--- config.mk ---
export PLATFORM = sky130hd
export DESIGN_NAME = tx_cstat_stack
export DESIGN_NICKNAME = d
export VERILOG_FILES = /design/src/rtl/tx_cstat_pkg.sv /design/src/rtl/tx_cstat_encode.sv /design/src/rtl/tx_cstat_lifo.sv /design/src/rtl/tx_cstat_ctrl.sv /design/src/rtl/tx_cstat_stack.sv
export SDC_FILE = /design/constraint.sdc
export NUM_CORES = 1
export LEC_CHECK = 0
export CAP_MARGIN = 20
export CELL_PAD_IN_SITES_DETAIL_PLACEMENT = 0
export CELL_PAD_IN_SITES_GLOBAL_PLACEMENT = 2
export CORE_MARGIN = 5
export CORE_UTILIZATION = 46
export DETAILED_ROUTE_END_ITERATION = 10
export DONT_BUFFER_PORTS = 1
export PLACE_DENSITY_LB_ADDON = 0.1
export SLEW_MARGIN = 20
export SYNTH_ARGS = -nofsm -noshare
export SYNTH_HDL_FRONTEND = slang
export SYNTH_SLANG_ARGS = --single-unit
--- constraint.sdc ---
create_clock -name clk -period 8.2 [get_ports clk]
set_input_delay 0.82 -clock clk [delete_from_list [all_inputs] [get_ports clk]]
set_output_delay 0.82 -clock clk [all_outputs]
set_load 0.02 [all_outputs]
--- src/rtl/tx_cstat_pkg.sv ---
package tx_cstat_pkg;
  localparam int BIT_DONE = 7;
  localparam int BIT_REQ  = 6;
  localparam int BIT_JAB  = 5;
  localparam int BIT_UND  = 4;
  localparam int BIT_MAXC = 3;
  localparam int BIT_OVF  = 2;
  localparam int ENTRY_W  = 8;

  typedef logic [ENTRY_W-1:0] entry_t;

  typedef struct packed {
    logic req;
    logic jabber;
    logic underrun;
    logic maxcoll;
  } frm_evt_t;

  function automatic entry_t make_entry(frm_evt_t e);
    entry_t r;
    r = '0;
    r[BIT_DONE] = 1'b1;
    r[BIT_REQ]  = e.req;
    r[BIT_JAB]  = e.jabber;
    r[BIT_UND]  = e.underrun;
    r[BIT_MAXC] = e.maxcoll;
    return r;
  endfunction
endpackage

--- src/rtl/tx_cstat_encode.sv ---
module tx_cstat_encode
  import tx_cstat_pkg::*;
(
  input  logic     done_i,
  input  frm_evt_t evt_i,
  input  logic     disabled_i,
  output logic     push_o,
  output logic     fatal_o,
  output entry_t   entry_o
);
  logic noteworthy;

  always_comb begin
    noteworthy = evt_i.req | evt_i.jabber | evt_i.underrun | evt_i.maxcoll;
    push_o     = done_i & ~disabled_i & noteworthy;
    fatal_o    = push_o & (evt_i.jabber | evt_i.underrun);
    entry_o    = make_entry(evt_i);
  end


  always_comb begin
    if (push_o) begin
      entry_bits_chk: assert (entry_o[1:0] == 2'b00 && entry_o[BIT_OVF] == 1'b0 && entry_o[BIT_DONE]);
    end
  end
endmodule

--- src/rtl/tx_cstat_lifo.sv ---
module tx_cstat_lifo
  import tx_cstat_pkg::*;
#(
  parameter int DEPTH = 4,
  localparam int LVL_W = $clog2(DEPTH + 1),
  localparam int IDX_W = (DEPTH > 1) ? $clog2(DEPTH) : 1
) (
  input  logic             clk,
  input  logic             rst,
  input  logic             clr_i,
  input  logic             push_i,
  input  entry_t           entry_i,
  input  logic             pop_i,
  output entry_t           top_o,
  output logic [LVL_W-1:0] cnt_o,
  output logic [LVL_W-1:0] cnt_next_o
);
  entry_t             mem [DEPTH];
  entry_t             top_q, top_n, wr_data;
  logic [LVL_W-1:0]   cnt_q, cnt_n;
  logic [IDX_W-1:0]   wr_idx, rd_idx;
  logic               wr_en, do_pop, full;

  always_comb begin
    do_pop  = pop_i && (cnt_q != '0);
    full    = (cnt_q == LVL_W'(DEPTH));
    rd_idx  = IDX_W'(cnt_q - LVL_W'(2));
    wr_en   = 1'b0;
    wr_idx  = '0;
    wr_data = entry_i;
    cnt_n   = cnt_q;
    top_n   = top_q;
    if (clr_i) begin
      cnt_n = '0;
      top_n = '0;
    end else if (do_pop && push_i) begin
      wr_en  = 1'b1;
      wr_idx = IDX_W'(cnt_q - LVL_W'(1));
      top_n  = entry_i;
    end else if (do_pop) begin
      cnt_n = cnt_q - LVL_W'(1);
      top_n = (cnt_q > LVL_W'(1)) ? mem[rd_idx] : '0;
    end else if (push_i && !full) begin
      wr_en  = 1'b1;
      wr_idx = IDX_W'(cnt_q);
      cnt_n  = cnt_q + LVL_W'(1);
      top_n  = entry_i;
    end else if (push_i) begin
      wr_en   = 1'b1;
      wr_idx  = IDX_W'(DEPTH - 1);
      wr_data = top_q | (entry_t'(1) << BIT_OVF);
      top_n   = wr_data;
    end
  end

  always_ff @(posedge clk) begin
    if (wr_en) mem[wr_idx] <= wr_data;
  end

  always_ff @(posedge clk) begin
    if (rst) begin
      cnt_q <= '0;
      top_q <= '0;
    end else begin
      cnt_q <= cnt_n;
      top_q <= top_n;
    end
  end

  assign top_o      = top_q;
  assign cnt_o      = cnt_q;
  assign cnt_next_o = cnt_n;


  level_bound_chk: assert property (@(posedge clk) disable iff (rst) cnt_q <= LVL_W'(DEPTH));

  ovf_mark_chk: assert property (@(posedge clk) disable iff (rst)
    (push_i && full && !pop_i && !clr_i) |=> (top_q[BIT_OVF] && cnt_q == LVL_W'(DEPTH)));

  empty_pop_chk: assert property (@(posedge clk) disable iff (rst)
    (pop_i && !push_i && !clr_i && cnt_q == '0) |=> (cnt_q == '0 && top_q == '0));

  swap_level_chk: assert property (@(posedge clk) disable iff (rst)
    (pop_i && push_i && !clr_i && cnt_q != '0) |=> $stable(cnt_q));

  stored_done_chk: assert property (@(posedge clk) disable iff (rst)
    (push_i && !clr_i) |=> top_q[BIT_DONE]);

  clear_chk: assert property (@(posedge clk) disable iff (rst)
    clr_i |=> (cnt_q == '0 && top_q == '0));
endmodule

--- src/rtl/tx_cstat_ctrl.sv ---
module tx_cstat_ctrl #(
  parameter int LVL_W = 3
) (
  input  logic             clk,
  input  logic             rst,
  input  logic             clr_i,
  input  logic             fatal_i,
  input  logic [LVL_W-1:0] cnt_next_i,
  input  logic [LVL_W-1:0] cnt_i,
  output logic             irq_o,
  output logic             disabled_o
);
  logic irq_q, dis_q;

  always_ff @(posedge clk) begin
    if (rst) begin
      irq_q <= 1'b0;
      dis_q <= 1'b0;
    end else begin
      irq_q <= (cnt_next_i != '0);
      if (clr_i)        dis_q <= 1'b0;
      else if (fatal_i) dis_q <= 1'b1;
    end
  end

  assign irq_o      = irq_q;
  assign disabled_o = dis_q;


  irq_level_chk: assert property (@(posedge clk) disable iff (rst) irq_q == (cnt_i != '0));

  dis_hold_chk: assert property (@(posedge clk) disable iff (rst) (dis_q && !clr_i) |=> dis_q);

  dis_clear_chk: assert property (@(posedge clk) disable iff (rst) clr_i |=> !dis_q);
endmodule

--- src/rtl/tx_cstat_stack.sv ---
module tx_cstat_stack
  import tx_cstat_pkg::*;
#(
  parameter int DEPTH = 4,
  localparam int LVL_W = $clog2(DEPTH + 1)
) (
  input  logic             clk,
  input  logic             rst,
  input  logic             frm_done_i,
  input  logic             frm_req_i,
  input  logic             frm_jabber_i,
  input  logic             frm_underrun_i,
  input  logic             frm_maxcoll_i,
  input  logic             host_pop_i,
  input  logic             tx_reset_i,
  output logic [7:0]       status_o,
  output logic [LVL_W-1:0] level_o,
  output logic             irq_o,
  output logic             tx_disabled_o
);
  frm_evt_t         evt;
  logic             push, fatal, disabled;
  entry_t           entry, top;
  logic [LVL_W-1:0] cnt, cnt_next;

  assign evt = '{req: frm_req_i, jabber: frm_jabber_i,
                 underrun: frm_underrun_i, maxcoll: frm_maxcoll_i};

  tx_cstat_encode u_enc (
    .done_i     (frm_done_i),
    .evt_i      (evt),
    .disabled_i (disabled),
    .push_o     (push),
    .fatal_o    (fatal),
    .entry_o    (entry)
  );

  tx_cstat_lifo #(.DEPTH(DEPTH)) u_lifo (
    .clk        (clk),
    .rst        (rst),
    .clr_i      (tx_reset_i),
    .push_i     (push),
    .entry_i    (entry),
    .pop_i      (host_pop_i),
    .top_o      (top),
    .cnt_o      (cnt),
    .cnt_next_o (cnt_next)
  );

  tx_cstat_ctrl #(.LVL_W(LVL_W)) u_ctrl (
    .clk        (clk),
    .rst        (rst),
    .clr_i      (tx_reset_i),
    .fatal_i    (fatal),
    .cnt_next_i (cnt_next),
    .cnt_i      (cnt),
    .irq_o      (irq_o),
    .disabled_o (disabled)
  );

  assign status_o      = top;
  assign level_o       = cnt;
  assign tx_disabled_o = disabled;


  ignore_when_off_chk: assert property (@(posedge clk) disable iff (rst)
    (disabled && frm_done_i && !host_pop_i && !tx_reset_i) |=> $stable(level_o));
endmodule

Yosys cells after proc, flatten, opt, wreduce, memory -nomap -nowiden
Memory sizes are Yosys's and may differ from the RTL's. Index checks and enable logic that the tools add are counted. Widths: inputs -> output; s select.

Add/subtract/negate cells: 3. Order comparisons: 1. Equality and inequality tests: 1. Multiplexer cells: 26. Bitwise operators: 8. Reductions and logical operators: 11.

Operator list (number): $mux 8 (9); $mux 3 (5); $reduce_bool 3->1 (4); $mux 2 (5); $mux 1 (7); $or 1x1->1 (4); $add 3x1->3 const B (1); $and 1x1->1 (3); $eq 3x3->1 const B (1); $gt 3x1->1 const B (1); $logic_and 1x1->1 (3); $reduce_or 3->1 (1); $sub 3x1->3 const B (1); $reduce_bool 2->1 (1); $reduce_or 2->1 (1); $sub 2x2->2 const B (1); $logic_not 1->1 (1); $not 1->1 (1).

Flip-flop bits (word level): 13. Bits in writable memories: 32. Bits of input ports: 9. Output and inout port bits: 13. Word-level logic and storage cells: 57. Memories: 1.

Memories: u_lifo.mem (words 4, width 8, rd ports 1, clocked after Yosys merged registers in 0, write ports 1, RTL line tx_cstat_lifo.sv:18) `entry_t mem [DEPTH];`.

Longest topological paths before layout
Depth after elaboration: 11. Gate-level depth with buffers: 10. Gate-level depth less buffers: 7.

Modules after synthesis
From an unflattened synthesis, not the netlist that was laid out.

Cell total of the unflattened synthesis: 173. Area, all modules: 2184.6 um2.

Modules (own cells, without submodules): tx_cstat_lifo (instances 1, cells each 152, area each 2020.7 um2, sequential area each 1181.1 um2); tx_cstat_encode (instances 1, cells each 15, area each 106.4 um2, sequential area each 0.0 um2); tx_cstat_ctrl (instances 1, cells each 6, area each 57.6 um2, sequential area each 40.0 um2).

Worst setup path after synthesis
OpenSTA, ideal clock, no wires.

Kind: flip-flop to flip-flop. Start: register u_lifo.cnt_q[0], in the netlist u_lifo.cnt_o[0]. End: memory u_lifo.mem[1][0] in the netlist's numbering, enable pin. Setup time: 0.375 ns. Arrival time: 2.467 ns. Required time: 7.825 ns. Slack: 5.358 ns. Cell stages (with the launch flop): 10. Path buffers: 3. Clock period less this slack: 2.842 ns. Cells stage by stage: dfxtp_1 > buf_2 > clkbuf_1 > inv_1 > ha_1 > nand2b_4 > and2_0 > buf_2 > nand3_1 > a21oi_1.

Cells in the longest elaborated chain, start to end: 9. Elaborated cells between the ends (all ways): 17. Classes of those cells: 1 x add/sub; 1 x eq/ne; 10 x mux; 5 x reduce/logical.

RTL lines: start, declared (RTL line tx_cstat_lifo.sv:20) `logic [LVL_W-1:0] cnt_q, cnt_n;`; start signal, assigned (RTL line tx_cstat_lifo.sv:65) `cnt_q <= cnt_n;`; $eq 3x3->1 (RTL line tx_cstat_lifo.sv:26) `full = (cnt_q == LVL_W'(DEPTH));`; $logic_not 1->1 (RTL line tx_cstat_lifo.sv:43) `end else if (push_i && !full) begin`; $logic_and 1x1->1 (RTL line tx_cstat_lifo.sv:43); $mux 1 (RTL line tx_cstat_lifo.sv:43); $mux 1 (RTL line tx_cstat_lifo.sv:40) `end else if (do_pop) begin`; $mux 1 (RTL line tx_cstat_lifo.sv:36) `end else if (do_pop && push_i) begin`; $mux 1 (RTL line tx_cstat_lifo.sv:33) `if (clr_i) begin`; $mux 1 (RTL line tx_cstat_lifo.sv:57) `if (wr_en) mem[wr_idx] <= wr_data;`; $mux 1 (implied by the code) (RTL line tx_cstat_lifo.sv:57); end, declared (RTL line tx_cstat_lifo.sv:18).

Several ways; a longest one is shown, not always the timed one.

Final worst setup path
Start: register u_lifo.cnt_q[1], in the netlist u_lifo.cnt_o[1]. End: memory u_lifo.mem[1][5] in the netlist's numbering, enable pin.

The elaborated chain is that of the path after synthesis.

==> results by stage <==
Layout:
- The finished layout holds 220 standard cells, fillers aside.
- In the final design database the tool counted 180 nets.
- The synthesis-to-layout area growth is 6.65%.
- The fraction of layout cells with a size suffix above 1 is 0.161.
- The count of antenna diodes in the layout is 0.

CTS:
- The number of hold-repair buffers added at the cts stage is 0.
- The later-pin clock latency in the skew report is 0.30 ns.
- The H-tree was split into 2 levels.
- The clock slew seen by the registers of the worst setup and hold paths is 0.09 ns.
- CTS placed an instance of clkbuf_8 at the clock tree root.
- The number of gates given a new drive strength after cts is 0.
- The sink count of the clock tree is 45.
- The setup fix buffers added after clock tree synthesis is 0.
- The maximum buffer depth of the clock tree is 2.
- TritonCTS built the clock tree.
- The number of clock buffers added by TritonCTS is 5.

STA:
- On the final layout, the worst clock skew is 0.00784 ns.
- Headroom to the max-slew limit came out at 0.422.
- The pin slew with the least headroom to its limit is 0.865 ns.
- The accumulated negative setup slack is 0 ns.
- Final hold analysis gives a worst-case slack of 0.576 ns.
- The part of the cycle the worst path needs is 0.386.
- The number of max-slew violations in the final report is 0.
- The total count of hold-check failures in the final report came to 0.
- The number of setup violations in the final report is 0.
- Setup repair after global routing left no endpoint under its margin.
- The post-route worst setup slack is 5.03 ns.
- The highest clock frequency the design can meet is 316 MHz.
- The clock period could shrink to 3.17 ns.

Place:
- The final weighted congestion in routability-driven placement is 0.803.
- Before CTS, the worst setup slack after placement is 5.03 ns.
- The wire-length estimate of the detail-placed layout is 3300 µm.
- The quantity of I/O buffers inserted on ports is 0.
- Once placement completed, the tool counted placed cells totaling 212.

Worst setup path:
- The critical setup path kind is flop to flop.
- The number of cells on the worst reg-to-reg path is 6.
- The signal on the critical path passes through inv_1 > ha_1 > nand2b_4 > and2_0 > nand3_1 > a21oi_1.
- The critical path buffer and inverter count is 1.
- The cell with the largest stage delay on the worst path is dfxtp_1.
- The total number of cells along the worst setup path is 6.
- The type of origin of the critical path is a flop.
- The required time of the critical path is 8.13 ns.
- The data arrival at the endpoint of the critical path is 3.10 ns.
- Along the worst path, the maximum fanout reaches 16.
- The critical path's top delay family is flip-flops.
- The largest single stage delay on the critical path is 0.89 ns.
- The worst setup path is captured at a flop.

Logic synthesis:
- The register area share after synthesis is 0.580.
- For this run, asynchronously set or reset flops after synthesis account for 0.
- The dominant synthesized flop cell is edfxtp_1.
- The post-synthesis sequential element count is 45.
- The count of synthesis-stage warnings from yosys is 0.
- The number of enable flip-flop cells after synthesis is 32.
- In this run the cell area of the synthesized design comes to 2110 µm².
- The distinct cell type count after synthesis is 43.
- The synthesized net count is 179.
- The gate count after technology mapping is 166.
- The post-synthesis average cell area is 12.7 µm².

Floorplanning:
- The floorplan has 24 rows.
- The floorplan step set the die height to 77.7 µm.
- The die covers 6030 µm².
- The core area is 4380 µm².
- The initial utilization of the core area, before any placement, comes to 0.480.
- The die width is 77.7 µm.
- The number of primary I/O pins is 22.

GRT:
- The number of antenna violations at the first check in global routing is 0.
- The met3 global-route usage is 0.0532.
- The layer with the highest usage after global routing is met2.
- Global routing finished with a remaining overflow of 0.
- The global router's overall resource usage is 0.161.
- The wire length of the first global-routing pass is 7400 µm.
- The largest net degree at the start of global routing is 23.
- The met2 track demand over resource is 0.246.
- The via count of the first global-routing pass was 1339.
- For met1 alone, demand over resource in global routing was 0.199.

Detailed routing:
- The detail route stage leaves a number of antenna-violating nets equal to 0.
- Dividing the detail-routed via count by the number of cells gives 5.97.
- After detailed routing, the number of remaining DRC violations is 0.
- The via count is 1314.
- The DRC marker count from the first detailed-route iteration is 93.
- The average wire per standard cell is 20.6 µm.
- The first-pass detailed-route iteration total is 4.
- The wire length after detailed routing is 4540 µm.

Worst hold path:
- The hold-critical path depth is 2.
- The min-delay analysis places its worst path in the category flop to flop.

Job:
- The count of maximum capacitance violations is 0.

Power and ir drop:
- Power spread over the standard cell area amounts to 203 nW/µm².
- Of the total power, registers draw 0.565.
- In this run the static leakage power is 0.743 nW.
- IR analysis of the VDD net gives a maximum drop of 0.153 mV.
- Cell internal power was estimated by the tool at 0.338 mW.
- The part of the power in combinational logic is 0.111.
- The net switching power figure is 0.117 mW.
- The fraction of power consumed by the clock network is 0.323.
- The switching share of total power is 0.258.

Status:
- The flow ran to the end, and the final reports show no timing, DRC or antenna violations.
-- per-layer routing --
layer / wire, µm / vias up
met5: 0 / -
met4: 124 / 0
met3: 249 / 12
met2: 2250 / 31
met1: 1910 / 640
li1: - / 631
-- area by class of cell --
cell class,instances,area [µm²]
fill,399,2140
sequential,45,1220
multi-input combinational,110,838
clock buffer,6,82.6
tap,52,65.1
clock inverter,2,16.3
inverter,4,15.0
timing repair buffer,1,7.51
-- registers in the layout, summed over array words and instances, names as in the netlist --
signal and count:
u_lifo.top_o 8, u_lifo.cnt_o 3, u_lifo.mem 32, u_ctrl.irq_o 1, u_ctrl.disabled_o 1
-- per-stage QoR --
step                      area, µm²  power [mW]  utilization
after floorplan                2110       0.302            -
after global placement         2150       0.314        0.490
after detailed placement       2150       0.314        0.490
after CTS                      2250       0.461        0.512
after global routing           2250       0.477        0.512
final                          2250       0.455        0.512
-- cell usage after synthesis, types with 3 or more instances --
library cell	instances	share of area
nor2_1	18	0.032
nand2_1	9	0.016
a221oi_1	3	0.012
a21oi_1	7	0.017
inv_1	4	0.0071
mux2_1	4	0.021
o21ai_0	5	0.012
nor2b_1	3	0.0089
nor3_1	6	0.014
a31oi_1	5	0.015
buf_2	4	0.0095
nand3_1	7	0.017
clkbuf_1	3	0.0053
dfxtp_1	13	0.12
edfxtp_1	32	0.46
mux4_2	8	0.086
ha_1	4	0.024
-- kinds of logic after synthesis --
| group | count (synthesis) | synth area share |
|---|---|---|
| flip-flops | 45 | 0.580 |
| AND/OR/NAND/NOR | 58 | 0.143 |
| adder cells (fa/ha/maj) | 4 | 0.0238 |
| multiplexers | 14 | 0.116 |
| AO/OA/AOI/OAI | 33 | 0.111 |
| buffers and inverters | 11 | 0.0220 |
| XOR/XNOR | 1 | 0.00416 |
-- cell usage in the layout (no fill, tap or decap), types with 2 or more instances in the layout --
cell       n
ha_1       4
a22oi_1    2
nand2_1    9
a31oi_1    5
mux2i_1    2
a21o_1     2
mux2_1     4
nor3_1     6
inv_1      4
a21oi_1    7
dfxtp_1   13
mux4_2     8
and2_1     2
or3_1      2
o21ai_0    5
nand3_1    7
a221oi_1   3
clkbuf_8   6
nor2b_1    3
nor2_1    18
edfxtp_1  32
-- final timing paths --
kind	slack, ns	end	start
min reg2reg	0.58	u_ctrl.disabled_o$_SDFFE_PP0P_	u_ctrl.disabled_o$_SDFFE_PP0P_
max	5.03	u_lifo.mem[1][5]$_DFFE_PP_	u_lifo.cnt_o[1]$_SDFF_PP0_
min	0.58	u_ctrl.disabled_o$_SDFFE_PP0P_	u_ctrl.disabled_o$_SDFFE_PP0P_
max reg2reg	5.03	u_lifo.mem[1][5]$_DFFE_PP_	u_lifo.cnt_o[1]$_SDFF_PP0_
-- power by group through the flow --
stage / Combinational, mW / Clock [mW] / Sequential (mW)
final: 0.0508 / 0.147 / 0.257
after global routing: 0.0567 / 0.162 / 0.258
after CTS: 0.0511 / 0.153 / 0.258
after detailed placement: 0.0509 / 0 / 0.263
after global placement: 0.0515 / 0 / 0.263
after floorplan: 0.0411 / 0 / 0.261
-- worst min-delay path, delay by kind of cell (launching register included) --
kind / cells / cell delay (ns)
AOI/OAI and AO/OA: 1 / 0.05
buffers and inverters: 1 / 0.08
DFF: 1 / 0.40
No activity file was read; power rests on OpenSTA's default activity.
